--- config.mk ---
export PLATFORM = sky130hd
export DESIGN_NAME = hport_ack
export DESIGN_NICKNAME = d
export VERILOG_FILES = /design/src/rtl/hport_pkg.sv /design/src/rtl/hport_sync.sv /design/src/rtl/hport_regs.sv /design/src/rtl/hport_bus.sv /design/src/rtl/hport_ack.sv
export SDC_FILE = /design/constraint.sdc
export NUM_CORES = 1
export LEC_CHECK = 0
export ABC_CLOCK_PERIOD_IN_PS = 3400
export BUFFER_PORTS_ARGS = -buffer_cell sky130_fd_sc_hd__buf_4
export CAP_MARGIN = 40
export CORE_MARGIN = 4
export CORE_UTILIZATION = 40
export CTS_BUF_LIST = sky130_fd_sc_hd__clkbuf_16
export DETAILED_ROUTE_END_ITERATION = 16
export PLACE_DENSITY = 0.72
export SKIP_CTS_REPAIR_TIMING = 1
export SLEW_MARGIN = 10
export SYNTH_ARGS = -nofsm -noshare
export SYNTH_HDL_FRONTEND = slang
export SYNTH_SLANG_ARGS = --single-unit
--- constraint.sdc ---
create_clock -name clk -period 3.4 [get_ports clk]
set_input_delay 0.34 -clock clk [delete_from_list [all_inputs] [get_ports clk]]
set_output_delay 0.34 -clock clk [all_outputs]
set_load 0.1 [all_outputs]
--- src/rtl/hport_pkg.sv ---
package hport_pkg;
  typedef enum logic [1:0] {
    HM_IRQ = 2'b00,
    HM_RD  = 2'b01,
    HM_WR  = 2'b10,
    HM_OFF = 2'b11
  } hport_mode_e;
endpackage

--- src/rtl/hport_sync.sv ---
module hport_sync #(
  parameter int DW     = 32,
  parameter int SYNC_N = 2
) (
  input  logic          clk,
  input  logic          rst_n,
  input  logic          ack_n_i,
  input  logic [DW-1:0] bus_i,
  output logic          ack_lo_o,
  output logic          rise_o,
  output logic [DW-1:0] hold_o
);
  // sh[SYNC_N-1] is the synchronized level; sh[SYNC_N] is its previous value
  logic [SYNC_N:0]   sh_q, sh_d;
  logic [DW-1:0]     d1_q, hold_q, hold_d;

  always_comb begin
    sh_d   = {sh_q[SYNC_N-1:0], ack_n_i};
    hold_d = hold_q;
    if (!sh_q[0]) hold_d = d1_q;   // bus sample taken alongside a low acknowledge
  end

  always_ff @(posedge clk or negedge rst_n) begin
    if (!rst_n) begin
      sh_q   <= '1;
      d1_q   <= '0;
      hold_q <= '0;
    end else begin
      sh_q   <= sh_d;
      d1_q   <= bus_i;
      hold_q <= hold_d;
    end
  end

  assign ack_lo_o = ~sh_q[SYNC_N-1];
  assign rise_o   = sh_q[SYNC_N-1] & ~sh_q[SYNC_N];
  assign hold_o   = hold_q;

  // a release pulse lasts one cycle only
  p_rise_single_r6: assert property (@(posedge clk) disable iff (!rst_n)
    rise_o |=> !rise_o);
endmodule

--- src/rtl/hport_regs.sv ---
module hport_regs
  import hport_pkg::*;
#(
  parameter int DW = 32
) (
  input  logic          clk,
  input  logic          rst_n,
  input  hport_mode_e   mode_i,
  input  logic          rise_i,
  input  logic [DW-1:0] hold_i,
  input  logic          vec_wr_i,
  input  logic [DW-1:0] vec_d_i,
  input  logic          rx_load_i,
  input  logic [DW-1:0] rx_d_i,
  input  logic          tx_unload_i,
  output logic [DW-1:0] vec_q_o,
  output logic [DW-1:0] rx_q_o,
  output logic [DW-1:0] tx_q_o,
  output logic          rx_full_o,
  output logic          tx_full_o,
  output logic          rx_full_d_o,
  output logic          tx_full_d_o
);
  logic [DW-1:0] vec_q, vec_d, rx_q, rx_d, tx_q, tx_d;
  logic          rx_full_q, rx_full_d, tx_full_q, tx_full_d;
  logic          rd_done, wr_take;

  always_comb begin
    rd_done = rise_i && (mode_i == HM_RD);
    wr_take = rise_i && (mode_i == HM_WR) && (!tx_full_q || tx_unload_i);

    vec_d = vec_q;
    if (vec_wr_i) vec_d = vec_d_i;

    rx_d      = rx_q;
    rx_full_d = rx_full_q;
    if (rd_done) rx_full_d = 1'b0;
    if (rx_load_i) begin          // core load wins over read completion
      rx_d      = rx_d_i;
      rx_full_d = 1'b1;
    end

    tx_d      = tx_q;
    tx_full_d = tx_full_q;
    if (tx_unload_i) tx_full_d = 1'b0;
    if (wr_take) begin            // capture wins over a same-cycle unload
      tx_d      = hold_i;
      tx_full_d = 1'b1;
    end
  end

  always_ff @(posedge clk or negedge rst_n) begin
    if (!rst_n) begin
      vec_q     <= '0;
      rx_q      <= '0;
      tx_q      <= '0;
      rx_full_q <= 1'b0;
      tx_full_q <= 1'b0;
    end else begin
      vec_q     <= vec_d;
      rx_q      <= rx_d;
      tx_q      <= tx_d;
      rx_full_q <= rx_full_d;
      tx_full_q <= tx_full_d;
    end
  end

  assign vec_q_o     = vec_q;
  assign rx_q_o      = rx_q;
  assign tx_q_o      = tx_q;
  assign rx_full_o   = rx_full_q;
  assign tx_full_o   = tx_full_q;
  assign rx_full_d_o = rx_full_d;
  assign tx_full_d_o = tx_full_d;

  p_rd_clear_r7: assert property (@(posedge clk) disable iff (!rst_n)
    (rise_i && mode_i == HM_RD && !rx_load_i) |=> !rx_full_q);
  p_rd_load_r9: assert property (@(posedge clk) disable iff (!rst_n)
    (rise_i && rx_load_i) |=> (rx_full_q && rx_q == $past(rx_d_i)));
  p_wr_take_r6: assert property (@(posedge clk) disable iff (!rst_n)
    (rise_i && mode_i == HM_WR && !tx_full_q) |=> (tx_full_q && tx_q == $past(hold_i)));
  p_wr_drop_r10: assert property (@(posedge clk) disable iff (!rst_n)
    (rise_i && mode_i == HM_WR && tx_full_q && !tx_unload_i) |=> (tx_full_q && $stable(tx_q)));
endmodule

--- src/rtl/hport_bus.sv ---
module hport_bus
  import hport_pkg::*;
#(
  parameter int DW = 32
) (
  input  logic          clk,
  input  logic          rst_n,
  input  hport_mode_e   mode_i,
  input  logic          ack_lo_i,
  input  logic          irq_i,
  input  logic [DW-1:0] vec_q_i,
  input  logic [DW-1:0] rx_q_i,
  input  logic          rx_full_q_i,
  input  logic          tx_full_q_i,
  input  logic          rx_full_d_i,
  input  logic          tx_full_d_i,
  output logic [DW-1:0] bus_o,
  output logic          bus_oe_o,
  output logic          req_n_o
);
  logic req_n_q, req_n_d;

  always_comb begin
    unique case (mode_i)
      HM_IRQ:  req_n_d = ~irq_i;
      HM_RD:   req_n_d = ~rx_full_d_i;
      HM_WR:   req_n_d = tx_full_d_i;
      default: req_n_d = 1'b1;
    endcase
    bus_oe_o = ack_lo_i && (mode_i == HM_IRQ || mode_i == HM_RD);
    bus_o    = (mode_i == HM_IRQ) ? vec_q_i : rx_q_i;
  end

  always_ff @(posedge clk or negedge rst_n) begin
    if (!rst_n) req_n_q <= 1'b1;
    else        req_n_q <= req_n_d;
  end

  assign req_n_o = req_n_q;

  p_oe_quiet_r5: assert property (@(posedge clk) disable iff (!rst_n)
    (mode_i == HM_WR || mode_i == HM_OFF || !ack_lo_i) |-> !bus_oe_o);
  p_req_rd_r8: assert property (@(posedge clk) disable iff (!rst_n)
    (mode_i == HM_RD && $past(mode_i) == HM_RD && rx_full_q_i) |-> !req_n_o);
  p_req_wr_r8: assert property (@(posedge clk) disable iff (!rst_n)
    (mode_i == HM_WR && $past(mode_i) == HM_WR && tx_full_q_i) |-> req_n_o);
  p_req_off_r2: assert property (@(posedge clk) disable iff (!rst_n)
    ($past(mode_i) == HM_OFF) |-> req_n_o);
endmodule

--- src/rtl/hport_ack.sv ---
module hport_ack
  import hport_pkg::*;
#(
  parameter int DW     = 32,
  parameter int SYNC_N = 2
) (
  input  logic          clk,
  input  logic          rst_n,
  input  logic [1:0]    mode_i,
  input  logic          irq_i,
  input  logic          vec_wr_i,
  input  logic [DW-1:0] vec_d_i,
  input  logic          rx_load_i,
  input  logic [DW-1:0] rx_d_i,
  output logic          rx_full_o,
  input  logic          tx_unload_i,
  output logic [DW-1:0] tx_q_o,
  output logic          tx_full_o,
  input  logic          ack_n_i,
  input  logic [DW-1:0] bus_i,
  output logic [DW-1:0] bus_o,
  output logic          bus_oe_o,
  output logic          req_n_o
);
  hport_mode_e   mode;
  logic          ack_lo, rise, rx_full_d, tx_full_d;
  logic [DW-1:0] hold, vec_q, rx_q;

  assign mode = hport_mode_e'(mode_i);

  hport_sync #(.DW(DW), .SYNC_N(SYNC_N)) u_sync (
    .clk(clk), .rst_n(rst_n), .ack_n_i(ack_n_i), .bus_i(bus_i),
    .ack_lo_o(ack_lo), .rise_o(rise), .hold_o(hold)
  );

  hport_regs #(.DW(DW)) u_regs (
    .clk(clk), .rst_n(rst_n), .mode_i(mode), .rise_i(rise), .hold_i(hold),
    .vec_wr_i(vec_wr_i), .vec_d_i(vec_d_i), .rx_load_i(rx_load_i), .rx_d_i(rx_d_i),
    .tx_unload_i(tx_unload_i), .vec_q_o(vec_q), .rx_q_o(rx_q), .tx_q_o(tx_q_o),
    .rx_full_o(rx_full_o), .tx_full_o(tx_full_o),
    .rx_full_d_o(rx_full_d), .tx_full_d_o(tx_full_d)
  );

  hport_bus #(.DW(DW)) u_bus (
    .clk(clk), .rst_n(rst_n), .mode_i(mode), .ack_lo_i(ack_lo), .irq_i(irq_i),
    .vec_q_i(vec_q), .rx_q_i(rx_q), .rx_full_q_i(rx_full_o), .tx_full_q_i(tx_full_o),
    .rx_full_d_i(rx_full_d), .tx_full_d_i(tx_full_d),
    .bus_o(bus_o), .bus_oe_o(bus_oe_o), .req_n_o(req_n_o)
  );
endmodule

==> summary.md <==
| Metric | Value |
|---|---|
| Status | complete, no violations |
| R2r worst-path depth | 3 |
| Max-cap violations | 0 |
| Period utilization | 0.538 |
| Die Span Y | 134 µm |
| Critical Path RT | 3.71 ns |
| Commonest non-fill, non-tap cell in the layout | buf_4 |
| TritonCTS Buffers | 17 |
| CORE AREA | 0.0153 mm² |
| Syn avg cell area | 17.5 µm² |
| Iteration-0 DRC count of the detailed router | 129 |
| Layout cell share with drive strength beyond 1 | 0.653 |
| Worst r2r src | u_sync.sh_q[1]$_DFF_PN1_ |
| Post-route DRC | 0 |
| Critical Path End | u_regs.tx_q_o[1]$_DFFE_PN0P_ |
| WL final | 13.2 mm |
| Critical path arrival | 2.14 ns |
| Worst reg2reg setup slack | 1.57 ns |
| Critical path buffer and inverter count | 0 |
| CP delay by family, top | simple AND/OR/NAND/NOR gates |
| Global route hottest layer | met2 |
| Final-report max-slew violation count | 0 |
| Yosys reg bits | 166 |
| H-tree Lvls | 4 |
| Synthesized cell area | 0.00631 mm² |
| Final core utilization | 0.566 |
| Power density over the cells | 727 mW/mm² |
| First-pass GRT wire length | 21.1 mm |
| DP HPWL | 8.83 mm |
| CP max FO | 32 |
| GRT overflow | 0 |
| DRT Pass-1 Iters | 4 |
| Setup crit end kind | flop |
| Clock-pin slew on the worst setup and hold paths | 0.08 ns |
| Leak | 4.03 nW |
| Worst-skew pair later-pin latency | 0.42 ns |
| IO Count | 173 |
| Crit path launch | u_sync.sh_q[1]$_DFF_PN1_ |
| Hold WS | 0.0281 ns |
| Register area share after synthesis | 0.659 |
| Final ANT Viol Nets | 0 |
| Crit-path max cell delay | 0.64 ns |
| Routed len/inst | 16.8 µm |
| Commonest cells after routing, fill and taps aside | 172 x buf_4, 162 x dfrtp_1, 130 x mux2_2 |
| Startpoint class of the critical path | flop |
| VDD IR-drop max | 598 µV |
| Global-route met1 utilization | 0.186 |
| Row count | 45 |
| Clock Tree Buf Depth | 2 |
| Final setup viols | 0 |
| WS Path Type | flop to flop |
| Fin. Hold Viols | 0 |
| Dpl cells | 727 |
| Largest net degree at the start of global routing | 75 |
| CTS sink count | 166 |
| Met3 Usage GRT | 0.0702 |
| Antenna cells | 0 |
| PortBufs | 172 |
| Synth-to-Final Area Change | 37.3% |
| CP Cell Sequence | nand2b_4 > or3_4 > mux2_4 |
| Die X | 134 µm |
| Final Skew | 0.0124 ns |
| Routability congestion estimate | 0.766 |
| Total track usage | 0.150 |
| Cells after Synth | 360 |
| Least-Margin Pin Slew | 0.812 ns |
| Layout Nets | 666 |
| Antenna violations before repair | 0 |
| Root Driver | clkbuf_16 |
| Hold Path Class | input port to flop |
| DIE AREA | 0.0179 mm² |
| Post-Syn Nets | 465 |
| Non-filler cells, final | 785 |
| Vias in the first global route | 4018 |
| Tmin final | 1.83 ns |
| Initial Util | 0.412 |
| Grt met2 use | 0.238 |
| Relative slew slack | 0.458 |
| Via density | 4.69 |
| Critical R2R Capture | u_regs.tx_q_o[1]$_DFFE_PN0P_ |
| CP max-delay cell | or3_4 |
| Via count | 3684 |
| CTS tree | built |
| Distinct cells, synth | 21 |
| RSZ-0062 raised after global routing | no |
| Yosys warning total | 0 |
| Maximum clock rate | 546 MHz |
| Fillers | 1224 |
| Stages on worst setup path | 3 |
| Setup tns final | 0 ns |
[worst min path at each step]
stage | end | start | cells after the start
after global routing | u_sync.d1_q[5]$_DFF_PN0_ | bus_i[5] | 1
after floorplan | u_regs.rx_full_o$_DFF_PN0_ | rst_n | 0
after global placement | u_regs.tx_q_o[15]$_DFFE_PN0P_ | rst_n | 1
after CTS | u_regs.tx_q_o[16]$_DFFE_PN0P_ | rst_n | 1
after detailed placement | u_sync.hold_o[15]$_DFFE_PN0N_ | rst_n | 1
final | u_sync.d1_q[5]$_DFF_PN0_ | bus_i[5] | 1
[logic make-up (layout without fill, tap and decap cells)]
| group | Yosys count | in the layout | share of synthesized area |
|---|---|---|---|
| muxes | 160 | 160 | 0.303 |
| AOI/OAI and AO/OA | 4 | 4 | 0.00516 |
| and+or+nand+nor | 10 | 10 | 0.0111 |
| buffers and inverters | 20 | 234 | 0.0214 |
| DFF | 166 | 166 | 0.659 |
[layer usage]
metal | vias up | part of all wire | wire length, µm
met1 | 1859 | 0.43 | 5660
met4 | 0 | 0.012 | 154
li1 | 1677 | - | -
met3 | 15 | 0.074 | 985
met2 | 133 | 0.49 | 6430
met5 | - | 0 | 0
[sequential cells by signal, summed over array words and instances, names as in the netlist]
signal and cells:
u_bus.req_n_o 1, u_regs.rx_full_o 1, u_regs.rx_q_o 32, u_regs.tx_full_o 1, u_regs.tx_q_o 32, u_regs.vec_q_o 32
u_sync.d1_q 32, u_sync.hold_o 32, u_sync.sh_q 3
[synth_stat cells, drive strengths merged]
cell / instances / share of area
mux2: 160 / 0.30
o41ai: 1 / 0.0014
dfrtp: 162 / 0.64
o21bai: 1 / 0.0012
nor2b: 2 / 0.0020
inv: 1 / 0.00059
nand2b: 2 / 0.0036
clkbuf: 4 / 0.0024
a21o: 1 / 0.0012
buf: 15 / 0.018
and2: 1 / 0.00099
or3: 2 / 0.0028
o32ai: 1 / 0.0014
nor2: 3 / 0.0018
dfstp: 4 / 0.017
[power breakdown]
part	internal (W)	leakage, nW	switching [W]
combinational	0.000575	1.79	0.00141
sequential	0.00222	1.95	0.000145
clock	0.00106	0.293	0.000885
total	0.00385	4.03	0.00245
[area by class of cell]
cell class                 count  area, µm²  area share
sequential                   166       4160       0.480
multi-input combinational    174       2020       0.234
timing repair buffer         201       1600       0.185
clock buffer                  17        425      0.0491
tap                          211        264      0.0305
clock inverter                15        183      0.0211
inverter                       1       3.75    0.000433
[metrics by stage]
step / power (W) / worst slack (ns) / area, µm²
4_1_cts: 0.00634 / 1.57 / 8400
3_5_place_dp: 0.00437 / 1.55 / 7790
2_1_floorplan: 0.00388 / 1.33 / 6310
3_3_place_gp: 0.00434 / 1.19 / 7770
5_1_grt: 0.00655 / 1.53 / 8660
6_report: 0.00630 / 1.57 / 8660
(Power assumes the default switching activity.)
